--- src/rtl/gpio_route_pkg.sv ---
package gpio_route_pkg;

    localparam int ROUTES     = 8;
    localparam int PINS_MAX   = 8;
    localparam int ADDR_W     = 12;
    localparam int DATA_W     = 32;
    localparam int PORTS_MAX  = 4;

    localparam int LOCK_WR_BIT = 28;
    localparam int LOCK_RD_BIT = 27;
    localparam int DFLT_BIT    = 0;

    localparam logic [10:0] CTL_OFS  = 11'h00C;
    localparam logic [10:0] MASK_OFS = 11'h014;

    typedef enum logic [1:0] {
        ACC_NONE,
        ACC_CTL,
        ACC_MASK,
        ACC_STAT
    } acc_kind_e;

    typedef struct packed {
        acc_kind_e   kind;
        logic [1:0]  port;
        logic [2:0]  route;
    } acc_dec_t;

    typedef logic [ROUTES-1:0][PINS_MAX-1:0] route_word_t;

    function automatic logic [PINS_MAX-1:0] pin_mask(input int pins);
        logic [PINS_MAX:0] t;
        t = (9'd1 << pins) - 9'd1;
        return t[PINS_MAX-1:0];
    endfunction

    // Map a byte address to the register it selects.
    function automatic acc_dec_t decode(input logic [ADDR_W-1:0] a, input int nports);
        acc_dec_t    d;
        logic [10:0] rel;
        d.kind  = ACC_NONE;
        d.port  = '0;
        d.route = '0;
        rel     = '0;
        if (a[1:0] == 2'b00) begin
            if (a[11]) begin
                if (a[10:0] == CTL_OFS) begin
                    d.kind = ACC_CTL;
                end else if (a[10:0] >= MASK_OFS) begin
                    rel = a[10:0] - MASK_OFS;
                    if (int'(rel[10:5]) < nports) begin
                        d.kind  = ACC_MASK;
                        d.port  = rel[6:5];
                        d.route = rel[4:2];
                    end
                end
            end else begin
                if (a[8:5] == 4'b1000 && int'(a[10:9]) < nports) begin
                    d.kind  = ACC_STAT;
                    d.port  = a[10:9];
                    d.route = a[4:2];
                end
            end
        end
        return d;
    endfunction

endpackage

--- src/rtl/route_lock_ctl.sv ---
module route_lock_ctl
    import gpio_route_pkg::*;
(
    input  logic              clk,
    input  logic              rst,
    input  logic              ctl_wr,
    input  logic [DATA_W-1:0] wdata,
    output logic              lock_wr,
    output logic              lock_rd,
    output logic              masks_open,
    output logic              load_dflt
);

    always_ff @(posedge clk) begin
        if (rst) begin
            lock_wr <= 1'b0;
            lock_rd <= 1'b0;
        end else if (ctl_wr) begin
            lock_wr <= lock_wr | wdata[LOCK_WR_BIT];
            lock_rd <= lock_rd | wdata[LOCK_RD_BIT];
        end
    end

    always_comb begin
        masks_open = !lock_wr && !lock_rd;
        load_dflt  = ctl_wr && wdata[DFLT_BIT] && masks_open;
    end

    AST_LOCK_WR_STICKY: assert property (@(posedge clk) disable iff (rst)
        lock_wr |=> lock_wr);
    AST_LOCK_RD_STICKY: assert property (@(posedge clk) disable iff (rst)
        lock_rd |=> lock_rd);

endmodule

--- src/rtl/route_mask_port.sv ---
module route_mask_port
    import gpio_route_pkg::*;
#(
    parameter int PINS = 8
) (
    input  logic                clk,
    input  logic                rst,
    input  logic                wr_en,
    input  logic [2:0]          wr_route,
    input  logic [PINS_MAX-1:0] wr_data,
    input  logic                masks_open,
    input  logic                load_dflt,
    output route_word_t         masks
);

    localparam logic [PINS_MAX-1:0] KEEP = pin_mask(PINS);

    for (genvar r = 0; r < ROUTES; r++) begin : g_route
        always_ff @(posedge clk) begin
            if (rst) begin
                masks[r] <= '0;
            end else if (masks_open) begin
                if (load_dflt) begin
                    masks[r] <= KEEP;
                end else if (wr_en && wr_route == 3'(r)) begin
                    masks[r] <= wr_data & KEEP;
                end
            end
        end

        AST_MASK_UPPER: assert property (@(posedge clk) disable iff (rst)
            (masks[r] & ~KEEP) == '0);
        AST_DFLT_FILL: assert property (@(posedge clk) disable iff (rst)
            load_dflt |=> masks[r] == KEEP);
    end

    AST_MASK_FROZEN: assert property (@(posedge clk) disable iff (rst)
        !masks_open |=> $stable(masks));

endmodule

--- src/rtl/route_status_port.sv ---
module route_status_port
    import gpio_route_pkg::*;
#(
    parameter int PINS = 8
) (
    input  logic                clk,
    input  logic                rst,
    input  logic [PINS_MAX-1:0] pending,
    input  route_word_t         masks,
    output route_word_t         status,
    output logic [ROUTES-1:0]   irq
);

    localparam logic [PINS_MAX-1:0] KEEP = pin_mask(PINS);

    always_comb begin
        for (int r = 0; r < ROUTES; r++) begin
            status[r] = pending & masks[r] & KEEP;
            irq[r]    = |status[r];
        end
    end

    for (genvar r = 0; r < ROUTES; r++) begin : g_chk
        AST_STAT_SUBSET: assert property (@(posedge clk) disable iff (rst)
            (status[r] & ~pending) == '0);
        AST_STAT_UPPER: assert property (@(posedge clk) disable iff (rst)
            (status[r] & ~KEEP) == '0);
    end

    AST_IRQ_QUIET: assert property (@(posedge clk) disable iff (rst)
        (pending & KEEP) == '0 |-> irq == '0);

endmodule

--- src/rtl/gpio_route_agg.sv ---
module gpio_route_agg
    import gpio_route_pkg::*;
#(
    parameter int                    NUM_PORTS = 2,
    parameter logic [NUM_PORTS*4-1:0] PORT_PINS = 8'h58
) (
    input  logic                             clk,
    input  logic                             rst,
    input  logic                             reg_en,
    input  logic                             reg_wr,
    input  logic [ADDR_W-1:0]                reg_addr,
    input  logic [DATA_W-1:0]                reg_wdata,
    output logic [DATA_W-1:0]                reg_rdata,
    input  logic [NUM_PORTS*PINS_MAX-1:0]    pin_pending,
    output logic [NUM_PORTS*ROUTES*PINS_MAX-1:0] route_status,
    output logic [NUM_PORTS*ROUTES-1:0]      route_irq
);

    acc_dec_t    dec;
    logic        ctl_wr;
    logic        mask_wr;
    logic        rd_req;
    logic        lock_wr;
    logic        lock_rd;
    logic        masks_open;
    logic        load_dflt;

    route_word_t [NUM_PORTS-1:0]       mask_all;
    route_word_t [NUM_PORTS-1:0]       stat_all;
    logic [NUM_PORTS-1:0][ROUTES-1:0]  irq_all;

    always_comb begin
        dec     = decode(reg_addr, NUM_PORTS);
        ctl_wr  = reg_en && reg_wr && dec.kind == ACC_CTL;
        mask_wr = reg_en && reg_wr && dec.kind == ACC_MASK;
        rd_req  = reg_en && !reg_wr;
    end

    route_lock_ctl u_lock (
        .clk        (clk),
        .rst        (rst),
        .ctl_wr     (ctl_wr),
        .wdata      (reg_wdata),
        .lock_wr    (lock_wr),
        .lock_rd    (lock_rd),
        .masks_open (masks_open),
        .load_dflt  (load_dflt)
    );

    for (genvar p = 0; p < NUM_PORTS; p++) begin : g_port
        localparam int PINS_P = int'(PORT_PINS[p*4 +: 4]);

        route_mask_port #(.PINS(PINS_P)) u_mask (
            .clk        (clk),
            .rst        (rst),
            .wr_en      (mask_wr && dec.port == 2'(p)),
            .wr_route   (dec.route),
            .wr_data    (reg_wdata[PINS_MAX-1:0]),
            .masks_open (masks_open),
            .load_dflt  (load_dflt),
            .masks      (mask_all[p])
        );

        route_status_port #(.PINS(PINS_P)) u_stat (
            .clk     (clk),
            .rst     (rst),
            .pending (pin_pending[p*PINS_MAX +: PINS_MAX]),
            .masks   (mask_all[p]),
            .status  (stat_all[p]),
            .irq     (irq_all[p])
        );
    end

    assign route_status = stat_all;
    assign route_irq    = irq_all;

    always_ff @(posedge clk) begin
        if (rst || !rd_req) begin
            reg_rdata <= '0;
        end else begin
            unique case (dec.kind)
                ACC_CTL: begin
                    reg_rdata              <= '0;
                    reg_rdata[LOCK_WR_BIT] <= lock_wr;
                    reg_rdata[LOCK_RD_BIT] <= lock_rd;
                end
                ACC_MASK: reg_rdata <= DATA_W'(mask_all[dec.port][dec.route]);
                ACC_STAT: reg_rdata <= DATA_W'(stat_all[dec.port][dec.route]);
                default:  reg_rdata <= '0;
            endcase
        end
    end

    AST_RDATA_IDLE: assert property (@(posedge clk) disable iff (rst)
        !rd_req |=> reg_rdata == '0);

endmodule

--- config.mk ---
export PLATFORM = sky130hd
export DESIGN_NAME = gpio_route_agg
export DESIGN_NICKNAME = d
export VERILOG_FILES = /design/src/rtl/gpio_route_pkg.sv /design/src/rtl/route_lock_ctl.sv /design/src/rtl/route_mask_port.sv /design/src/rtl/route_status_port.sv /design/src/rtl/gpio_route_agg.sv
export SDC_FILE = /design/constraint.sdc
export NUM_CORES = 1
export LEC_CHECK = 0
export ABC_AREA = 0
export BUFFER_PORTS_ARGS = -buffer_cell sky130_fd_sc_hd__buf_4
export CAP_MARGIN = 20
export CELL_PAD_IN_SITES_DETAIL_PLACEMENT = 0
export CELL_PAD_IN_SITES_GLOBAL_PLACEMENT = 1
export CORE_ASPECT_RATIO = 0.8
export CORE_MARGIN = 5
export CORE_UTILIZATION = 40
export DETAILED_ROUTE_END_ITERATION = 16
export MAX_ROUTING_LAYER = met4
export PLACE_DENSITY_LB_ADDON = 0.1
export SLEW_MARGIN = 25
export SYNTH_ARGS = -nofsm -noshare
export SYNTH_HDL_FRONTEND = slang
export SYNTH_SLANG_ARGS = --single-unit
--- constraint.sdc ---
create_clock -name clk -period 7.1 [get_ports clk]
set_clock_uncertainty 0.15 [all_clocks]
set_input_delay 0.71 -clock clk [delete_from_list [all_inputs] [get_ports clk]]
set_output_delay 0.71 -clock clk [all_outputs]
set_load 0.02 [all_outputs]
==> flow_summary_export.csv, run 1 <==
group,metric,value,unit
drt,vias,8253,
cts,clkTransAtPathRegs,0.06,ns
layout,drive_gt1_frac,0.233,
placement,gp_congestion,0.969,
floorplanning,dieArea,0.0222,mm2
critical_path,timing.rr.end,"g_port[0].u_mask.masks[58]$_SDFFE_PP0P_",
grt,grt_pass1_vias,7748,
synthesis,synth_seq_cells,116,
drt,drtIter0Drc,949,
grt,grt-ovfl-total,0,
cts,cts_tree,"yes",
floorplanning,rows,45,
timing,final_hold_viol_count,0,
drt,drt-vias-per-instance,5.99,
cts,cts_root_buf,"clkbuf_16",
cts,clkLatencyLatePin,0.43,ns
placement,dp_hpwl,24000,um
timing,max_freq,240,MHz
timing,final.setup.tns,0,ns
critical_path,required,7.21,ns
drt,wl_per_cell,23.8,um
flow_run,cap_violations,0,
cts,cts_hold_buffers,0,
layout,final_cell_mix,"177 x buf_4, 116 x dfxtp_1, 94 x and2_1, 89 x nand2_1, 86 x a21oi_1",
grt,use_met3,0.0525,
outcome,outcome,"complete, no violations",
worst_hold_path,hp-class,"flop to flop",
floorplanning,die_w,165,um
layout,final_common_cell,"buf_4",
critical_path,crit_top_cell,"buf_4",
power,vdd_drop_max,0.112,mV
timing,setup_viol,0,
critical_path,arrival,4.27,ns
grt,grt_busiest_layer,"met1",
floorplanning,start_util,0.408,
critical_path,critPathSlowestCell,"nand2_1",
critical_path,cpPeakStageDelay,0.63,ns
synthesis,synth_edf_count,0,
placement,portBuffers,168,
synthesis,synth_seq_area_share,0.300,
synthesis,avgSynthCellArea,7.86,um2
layout,nets,1173,
timing,post-route-period-util,0.586,
drt,ant_nets,0,
timing,drv_slew,0,
cts,numCtsBuffers,17,
worst_hold_path,hold_end,"reg_rdata[28]$_SDFF_PP0_",
drt,routed_wl,32800,um
cts,cts.sinks,116,
worst_hold_path,hold_depth,2,
floorplanning,fp.dieH,134,um
synthesis,synthArstFlopShare,0,
timing,tightest_slew,1.12,ns
synthesis,synthCells,984,
drt,drc,0,
layout,diodes,0,
synthesis,ys_warn_count,0,
grt,grt_first_pass_wirelength,48200,um
synthesis,yosys.cell_types.count,65,
grt,grtUsageTotal,0.297,
timing,min_period,4.16,ns
grt,grtUsageMet2,0.421,
grt,antenna_found_initial,0,
grt,use_met1,0.425,
layout,layoutNonFillerInstCount,1378,
layout,design_area,0.00957,mm2
critical_path,r2r_cells,7,
cts,cts_resized,0,
floorplanning,ioPinCount,240,
power,p_leak,3.81,nW
floorplanning,core,0.0190,mm2
cts,cts_buffer_depth,2,
critical_path,r2r-start,"u_lock.lock_wr$_SDFFE_PP0N_",
placement,postPlaceCellArea,0.00893,mm2
worst_hold_path,hp-start,"u_lock.lock_wr$_SDFFE_PP0N_",
placement,place_ws,2.58,ns
timing,timing.slew.headroom,0.245,
placement,dpl.cell_count,1346,
critical_path,startpoint_type,"input pin",
critical_path,worstPathMaxFanout,56,
power,powerDensity,180,mW/mm2
layout,finish.utilization,0.504,
grt,grt_max_degree,89,
critical_path,path_cells,"buf_4, inv_1, ha_1, nand2b_1, a211oi_2, o2111ai_4, o21ai_4, buf_4, nand2_1, and2_1, o311ai_1, nand4_1",
drt,firstDrtPassIters,5,
timing,rsz0062_at_grt,"false",
layout,area_growth,23.8,%
synthesis,syn_area,0.00773,mm2
timing,setup_ws,2.94,ns
critical_path,r2r_slack,3.97,ns
critical_path,path_class,"input pin to flop",
cts,h-tree-depth,4,
synthesis,synth_ff_type,"dfxtp_1",
critical_path,cp-end-kind,"flop",
cts,postCtsSetupBuffers,0,
==> critical path: cells and delay by family <==
kind	cells	cell delay (ns)
adders and majority gates	1	0.24
and+or+nand+nor	4	1.41
buffers and inverters	3	0.72
AOI/OAI and AO/OA	4	1.14
==> final cells by class <==
class                   count  area (um2)
fillers                  1928        9400
clock buffers              18         439
multi-input cells         769        4860
clock inverters            14         200
inverters                  26        97.6
flip-flops and latches    116        2320
repair buffers            177        1330
well taps                 258         323
==> registers in the layout (all words and copies together) (netlist names) <==
name,count
g_port.u_mask.masks,104
reg_rdata,10
u_lock.lock_rd,1
u_lock.lock_wr,1
==> power by group <==
part           leakage (nW)  switching, mW  total, mW  internal [mW]
Clock                 0.304          0.343      0.944          0.600
Sequential            0.934       0.000222      0.651          0.651
Combinational          2.57         0.0978      0.125         0.0274
==> Yosys cell counts, types with 2 or more instances <==
master / n / area (um2)
a211oi_2: 2 / 25.0
nand4b_1: 5 / 43.8
mux2i_1: 72 / 721
a32o_1: 4 / 40.0
o21a_1: 2 / 15.0
a31oi_1: 39 / 244
nand4_2: 2 / 25.0
or4b_2: 3 / 30.0
or4_1: 4 / 30.0
or2_2: 7 / 43.8
nor4_2: 2 / 25.0
a2bb2oi_1: 6 / 52.6
inv_1: 25 / 93.8
nand2b_1: 3 / 18.8
and3_1: 9 / 56.3
buf_4: 49 / 368
nor2b_1: 3 / 18.8
a2111o_1: 2 / 22.5
a21oi_1: 86 / 430
nand3_1: 58 / 290
a22oi_1: 4 / 30.0
nand4_1: 10 / 62.6
mux2_2: 10 / 113
clkbuf_1: 51 / 191
nor2_2: 5 / 31.3
a211oi_1: 19 / 143
a222oi_1: 3 / 30.0
a211o_1: 13 / 114
o2111a_1: 2 / 22.5
a31o_2: 2 / 17.5
nand2_1: 89 / 334
a32oi_1: 9 / 78.8
ha_1: 2 / 25.0
buf_2: 17 / 85.1
nor2_1: 24 / 90.1
nor2_4: 6 / 67.6
a311oi_1: 3 / 26.3
o21ai_0: 55 / 275
nor4_1: 9 / 56.3
nor3_1: 21 / 105
o211ai_1: 9 / 67.6
o2111ai_1: 7 / 61.3
dfxtp_1: 116 / 2320
and2_1: 94 / 588
==> layer usage <==
metal | wire length [um] | vias to the layer above
met5 | 0 | -
met4 | 993 | 0
met3 | 3460 | 71
met2 | 14200 | 459
met1 | 14200 | 3948
li1 | - | 3775
==> through the flow <==
step	power [mW]	hold WS, ns
floorplan	0.754	0.271
detailed placement	0.787	0.291
CTS	1.72	0.300
global route	1.77	0.327
global placement	0.788	0.292
finish	1.72	0.304
==> cell families after synthesis <==
logic type | synth area share
DFF | 0.300
muxes | 0.108
other | 0.000485
and+or+nand+nor | 0.254
buffers and inverters | 0.0964
AOI/OAI and AO/OA | 0.236
xor gates and xnor gates | 0.00227
adders and majority gates | 0.00324
==> worst max-delay path by stage <==
stage	cells past startpoint	startpoint	slack, ns	end
global route	12	reg_addr[2]	2.75	reg_rdata[1]$_SDFF_PP0_
detailed placement	12	reg_addr[2]	2.58	reg_rdata[1]$_SDFF_PP0_
finish	12	reg_addr[2]	2.94	reg_rdata[1]$_SDFF_PP0_
floorplan	12	reg_addr[2]	3.96	reg_rdata[0]$_SDFF_PP0_
CTS	12	reg_addr[2]	3.02	reg_rdata[1]$_SDFF_PP0_
global placement	12	reg_addr[2]	2.62	reg_rdata[1]$_SDFF_PP0_
Note: power is estimated with default switching activity, not from simulation.
==> run 2: changes to the inputs <==
--- a/config.mk
+++ b/config.mk
@@ -12,7 +12,7 @@
 export CELL_PAD_IN_SITES_GLOBAL_PLACEMENT = 1
 export CORE_ASPECT_RATIO = 0.8
 export CORE_MARGIN = 5
-export CORE_UTILIZATION = 40
+export CORE_UTILIZATION = 34
 export DETAILED_ROUTE_END_ITERATION = 16
 export MAX_ROUTING_LAYER = met4
 export PLACE_DENSITY_LB_ADDON = 0.1
==> constraint.sdc (replaced) <==
create_clock -name clk -period 3.6 [get_ports clk]
set_clock_uncertainty 0.15 [all_clocks]
set_input_delay 0.36 -clock clk [delete_from_list [all_inputs] [get_ports clk]]
set_output_delay 0.36 -clock clk [all_outputs]
set_load 0.02 [all_outputs]
==> flow_summary_export.csv, run 2 (synthesis gave the netlist of run 1 again) <==
group,metric,value,unit
cts,h-tree-depth,4,
drt,ant_nets,0,
grt,grt_max_degree,89,
cts,cts_root_buf,"clkbuf_16",
drt,drt-vias-per-instance,5.65,
critical_path,startpoint_type,"input pin",
critical_path,r2r_slack,1.13,ns
grt,grt_first_pass_wirelength,50200,um
drt,wl_per_cell,23.9,um
layout,final_common_cell,"buf_4",
worst_hold_path,hp-class,"input pin to flop",
timing,timing.slew.headroom,0.520,
outcome,outcome,"complete, no violations",
power,powerDensity,325,mW/mm2
power,p_leak,3.99,nW
critical_path,cp-end-kind,"flop",
grt,grt_pass1_vias,7820,
critical_path,path_class,"input pin to flop",
placement,dp_hpwl,26300,um
timing,setup_viol,0,
placement,dpl.cell_count,1430,
floorplanning,core,0.0224,mm2
floorplanning,start_util,0.345,
layout,area_growth,28.6,%
critical_path,required,3.77,ns
critical_path,arrival,3.16,ns
cts,cts_tree,"yes",
flow_run,cap_violations,0,
layout,largest_reg_flops,104,
cts,postCtsSetupBuffers,0,
floorplanning,dieArea,0.0259,mm2
power,swShare,0.280,
cts,clkLatencyLatePin,0.43,ns
layout,layoutNonFillerInstCount,1462,
grt,grtUsageTotal,0.269,
placement,gp_congestion,0.940,
layout,top_regs,"g_port.u_mask.masks: 104 flops, reg_rdata: 10 flops",
timing,rsz0062_at_grt,"false",
grt,grt-ovfl-total,0,
layout,drive_gt1_frac,0.256,
drt,routed_wl,34900,um
drt,vias,8262,
power,seqPwrFrac,0.397,
timing,max_freq,334,MHz
timing,final_hold_viol_count,0,
cts,cts.sinks,116,
cts,clkTransAtPathRegs,0.06,ns
floorplanning,ioPinCount,240,
cts,numCtsBuffers,17,
power,pwr-share-comb,0.079,
timing,final.setup.tns,0,ns
layout,nets,1209,
floorplanning,rows,49,
cts,cts_buffer_depth,2,
critical_path,worstPathMaxFanout,8,
placement,portBuffers,168,
power,p_clk_frac,0.524,
power,vdd_drop_max,0.266,mV
drt,firstDrtPassIters,6,
layout,final_cell_mix,"205 x buf_4, 116 x dfxtp_1, 94 x and2_1, 89 x nand2_1, 86 x a21oi_1",
timing,tightest_slew,0.720,ns
grt,antenna_found_initial,0,
layout,diodes,0,
timing,drv_slew,0,
cts,cts_hold_buffers,0,
layout,regMostFlops,"g_port.u_mask.masks",
cts,cts_resized,0,
drt,drtIter0Drc,904,
floorplanning,die_w,179,um
drt,drc,0,
power,p_switching,0.907,mW
floorplanning,fp.dieH,145,um
timing,post-route-period-util,0.831,
timing,min_period,2.99,ns
power,p_int,2.33,mW
[run 2: cell count changes in the layout (fill, tap and decap cells not counted), sizes merged]
| cell | previous run | this run |
|---|---|---|
| inv | 29 | 32 |
| bufinv | 4 | 1 |
| buf | 177 | 213 |
[run 2: metal layers]
metal / part of all wire / GRT usage
met5: 0 / -
met4: 0.018 / 0.0610
met3: 0.093 / 0.0494
met2: 0.45 / 0.409
met1: 0.43 / 0.373
[run 2: layout make-up]
cell class | count | area, um2
flip-flops and latches | 116 | 2320
inverters | 26 | 97.6
clock buffers | 18 | 439
repair buffers | 213 | 1700
well taps | 306 | 383
fillers | 2391 | 12500
clock inverters | 14 | 143
multi-input cells | 769 | 4860
[run 2: stage by stage]
step                hold WS (ns)  total power [mW]  instance area (um2)  setup WS, ns  utilization
CTS                      0.00445              3.25                 9940         0.672        0.443
global route              0.0348              3.32                 9940         0.441        0.443
global placement           0.285              1.56                 9360         0.224        0.417
floorplan                  0.271              1.49                 7900         0.813            -
finish                   0.00964              3.24                 9940         0.610        0.443
detailed placement         0.284              1.56                 9360         0.252        0.417
[run 2: power by group through the flow]
| stage | clock network, mW | registers [mW] | logic, mW |
|---|---|---|---|
| after CTS | 1.72 | 1.28 | 0.248 |
| after global placement | 0 | 1.31 | 0.249 |
| after global routing | 1.77 | 1.28 | 0.270 |
| after floorplan | 0 | 1.31 | 0.174 |
| final | 1.70 | 1.28 | 0.255 |
| after detailed placement | 0 | 1.31 | 0.248 |
[run 2: worst paths after layout]
check	cells past startpoint	from	to
setup / recovery	11	reg_addr[2]	reg_rdata[7]$_SDFF_PP0_
hold / removal	3	reg_wdata[27]	u_lock.lock_rd$_SDFFE_PP0N_
setup reg to reg	9	u_lock.lock_wr$_SDFFE_PP0N_	g_port[0].u_mask.masks[58]$_SDFFE_PP0P_
hold reg to reg	2	u_lock.lock_wr$_SDFFE_PP0N_	reg_rdata[28]$_SDFF_PP0_
[run 2: worst max-delay path, cell delays in order]
cell and delay, ns:
buf_4 0.12, inv_1 0.09, ha_1 0.25, nand2b_1 0.20
a211oi_2 0.27, o2111ai_4 0.23, o21ai_4 0.33, nand2_1 0.33
a222oi_1 0.54, nand3_1 0.24, o2111a_1 0.19
==> run 3: changes to the inputs <==
==> constraint.sdc (replaced) <==
create_clock -name clk -period 2.75 [get_ports clk]
set_clock_uncertainty 0.15 [all_clocks]
set_input_delay 0.275 -clock clk [delete_from_list [all_inputs] [get_ports clk]]
set_output_delay 0.275 -clock clk [all_outputs]
set_load 0.02 [all_outputs]
==> flow_summary_export.csv, run 3 (synthesis gave the netlist of run 1 again) <==
group,metric,value,unit
critical_path,cp_num_cells,13,
timing,drv_slew,0,
layout,multi_input_area,0.00493,mm2
grt,grt_first_pass_wirelength,54200,um
flow_run,cap_violations,0,
grt,grt_pass1_vias,8179,
placement,gp_congestion,0.972,
layout,top_regs,"g_port.u_mask.masks: 104 flops, reg_rdata: 10 flops",
cts,numCtsBuffers,17,
layout,nets,1296,
cts,cts_root_buf,"clkbuf_16",
critical_path,crit_top_cell,"buf_12",
layout,finish.utilization,0.481,
drt,drtIter0Drc,936,
layout,regMostFlops,"g_port.u_mask.masks",
cts,clkLatencyLatePin,0.42,ns
placement,dp_hpwl,28600,um
cts,h-tree-depth,4,
floorplanning,dieArea,0.0259,mm2
timing,max_freq,369,MHz
critical_path,worstPathMaxFanout,14,
timing,post-route-period-util,0.987,
grt,grt_max_degree,90,
layout,drive_gt1_frac,0.312,
critical_path,critPathTopFamily,"compound AO/OA/AOI/OAI gates",
grt,grt-ovfl-total,0,
drt,firstDrtPassIters,5,
layout,final_common_cell,"buf_4",
critical_path,r2r-start,"u_lock.lock_wr$_SDFFE_PP0N_",
timing,final_hold_viol_count,0,
floorplanning,rows,49,
placement,portBuffers,168,
critical_path,r2r_cells,10,
power,p_total,4.31,mW
cts,cts.sinks,116,
floorplanning,start_util,0.345,
power,powerDensity,399,mW/mm2
worst_hold_path,hp-start,"reg_wdata[0]",
timing,rsz0062_at_grt,"false",
critical_path,required,2.85,ns
critical_path,startpoint_type,"input pin",
drt,drt-vias-per-instance,5.55,
critical_path,path_class,"input pin to flop",
timing,tightest_slew,1.06,ns
cts,cts_buffer_depth,2,
floorplanning,ioPinCount,240,
critical_path,cp-startpoint,"reg_addr[3]",
critical_path,path_cells,"buf_4, inv_1, ha_2, nand2b_4, a211oi_4, o2111ai_4, o21a_1, buf_12, nor2_4, buf_12, mux2_4, o211ai_1, nand4_1",
floorplanning,core,0.0224,mm2
grt,antenna_found_initial,0,
grt,grtUsageTotal,0.291,
floorplanning,die_w,179,um
drt,drc,0,
layout,regArea,0.00232,mm2
drt,wl_per_cell,24.1,um
timing,timing.slew.headroom,0.294,
drt,vias,8602,
layout,n_fill_cell,2330,
worst_hold_path,hp-class,"input pin to flop",
worst_hold_path,hold_depth,3,
drt,ant_nets,0,
floorplanning,fp.dieH,145,um
timing,min_period,2.71,ns
layout,largest_reg_flops,104,
timing,final.setup.tns,0,ns
drt,routed_wl,37400,um
cts,cts_tree,"yes",
power,p_leak,4.47,nW
critical_path,arrival,2.82,ns
outcome,outcome,"complete, no violations",
timing,hold-worst-slack,0.0136,ns
critical_path,cpPeakStageDelay,0.32,ns
timing,setup_viol,0,
critical_path,critPathSlowestCell,"o211ai_1",
layout,final_cell_mix,"278 x buf_4, 116 x dfxtp_1, 94 x and2_1, 89 x nand2_1, 86 x a21oi_1",
critical_path,cp-end-kind,"flop",
power,vdd_drop_max,0.343,mV
cts,clkTransAtPathRegs,0.06,ns
critical_path,crit_buf_inv,4,
layout,area_growth,39.7,%
run 3: layout make-up:
cell class,instances,area share
multi-input combinational,769,0.456
timing repair buffer,300,0.231
sequential,116,0.215
clock buffer,19,0.0419
tap,306,0.0354
clock inverter,13,0.0111
inverter,26,0.00903
antenna,1,0.000232
run 3: power by group:
part | internal [mW] | leakage, nW | switching, mW
logic | 0.116 | 3.26 | 0.279
clock network | 1.30 | 0.277 | 0.930
registers | 1.68 | 0.934 | 0.000643
run 3: through the flow:
step	std cells	instance area, um2	worst slack [ns]
after floorplan	1029	7900	0.0480
after global placement	1514	10100	-0.522
after detailed placement	1514	10100	-0.502
after CTS	1548	10700	0.00705
after global routing	1549	10800	0.0115
final	1550	10800	0.0367
run 3: metal layers:
metal	share of wire	vias to the layer above	global-route usage
li1	-	4014	-
met1	0.46	4177	0.412
met2	0.44	368	0.430
met3	0.078	43	0.0465
met4	0.022	0	0.0807
met5	0	-	-
run 3: final timing paths:
| check | slack (ns) | endpoint |
|---|---|---|
| max | 0.04 | reg_rdata[1]$_SDFF_PP0_ |
| min | 0.01 | g_port[1].u_mask.masks[0]$_SDFFE_PP0P_ |
| max reg2reg | 0.40 | g_port[0].u_mask.masks[27]$_SDFFE_PP0P_ |
| min reg2reg | 0.30 | reg_rdata[28]$_SDFF_PP0_ |
run 3: worst register-to-register path, cell delays in order, from the launching register on:
cell     delay, ns
dfxtp_1       0.32
nor2_1        0.25
nand4_1       0.16
nor3_1        0.21
buf_4         0.20
nand4_2       0.14
buf_12        0.20
nor2_4        0.12
buf_4         0.15
mux2i_1       0.21
a21oi_1       0.09
run 3: timing repair:
item | CTS | global route
setup buffers | 0 | 1
hold buffers | 2 | 0
gates resized for setup | 2 | 10
endpoints found under the setup margin | 3 | 3
endpoints found under the hold margin | 2 | 0
pin swaps | 0 | 7
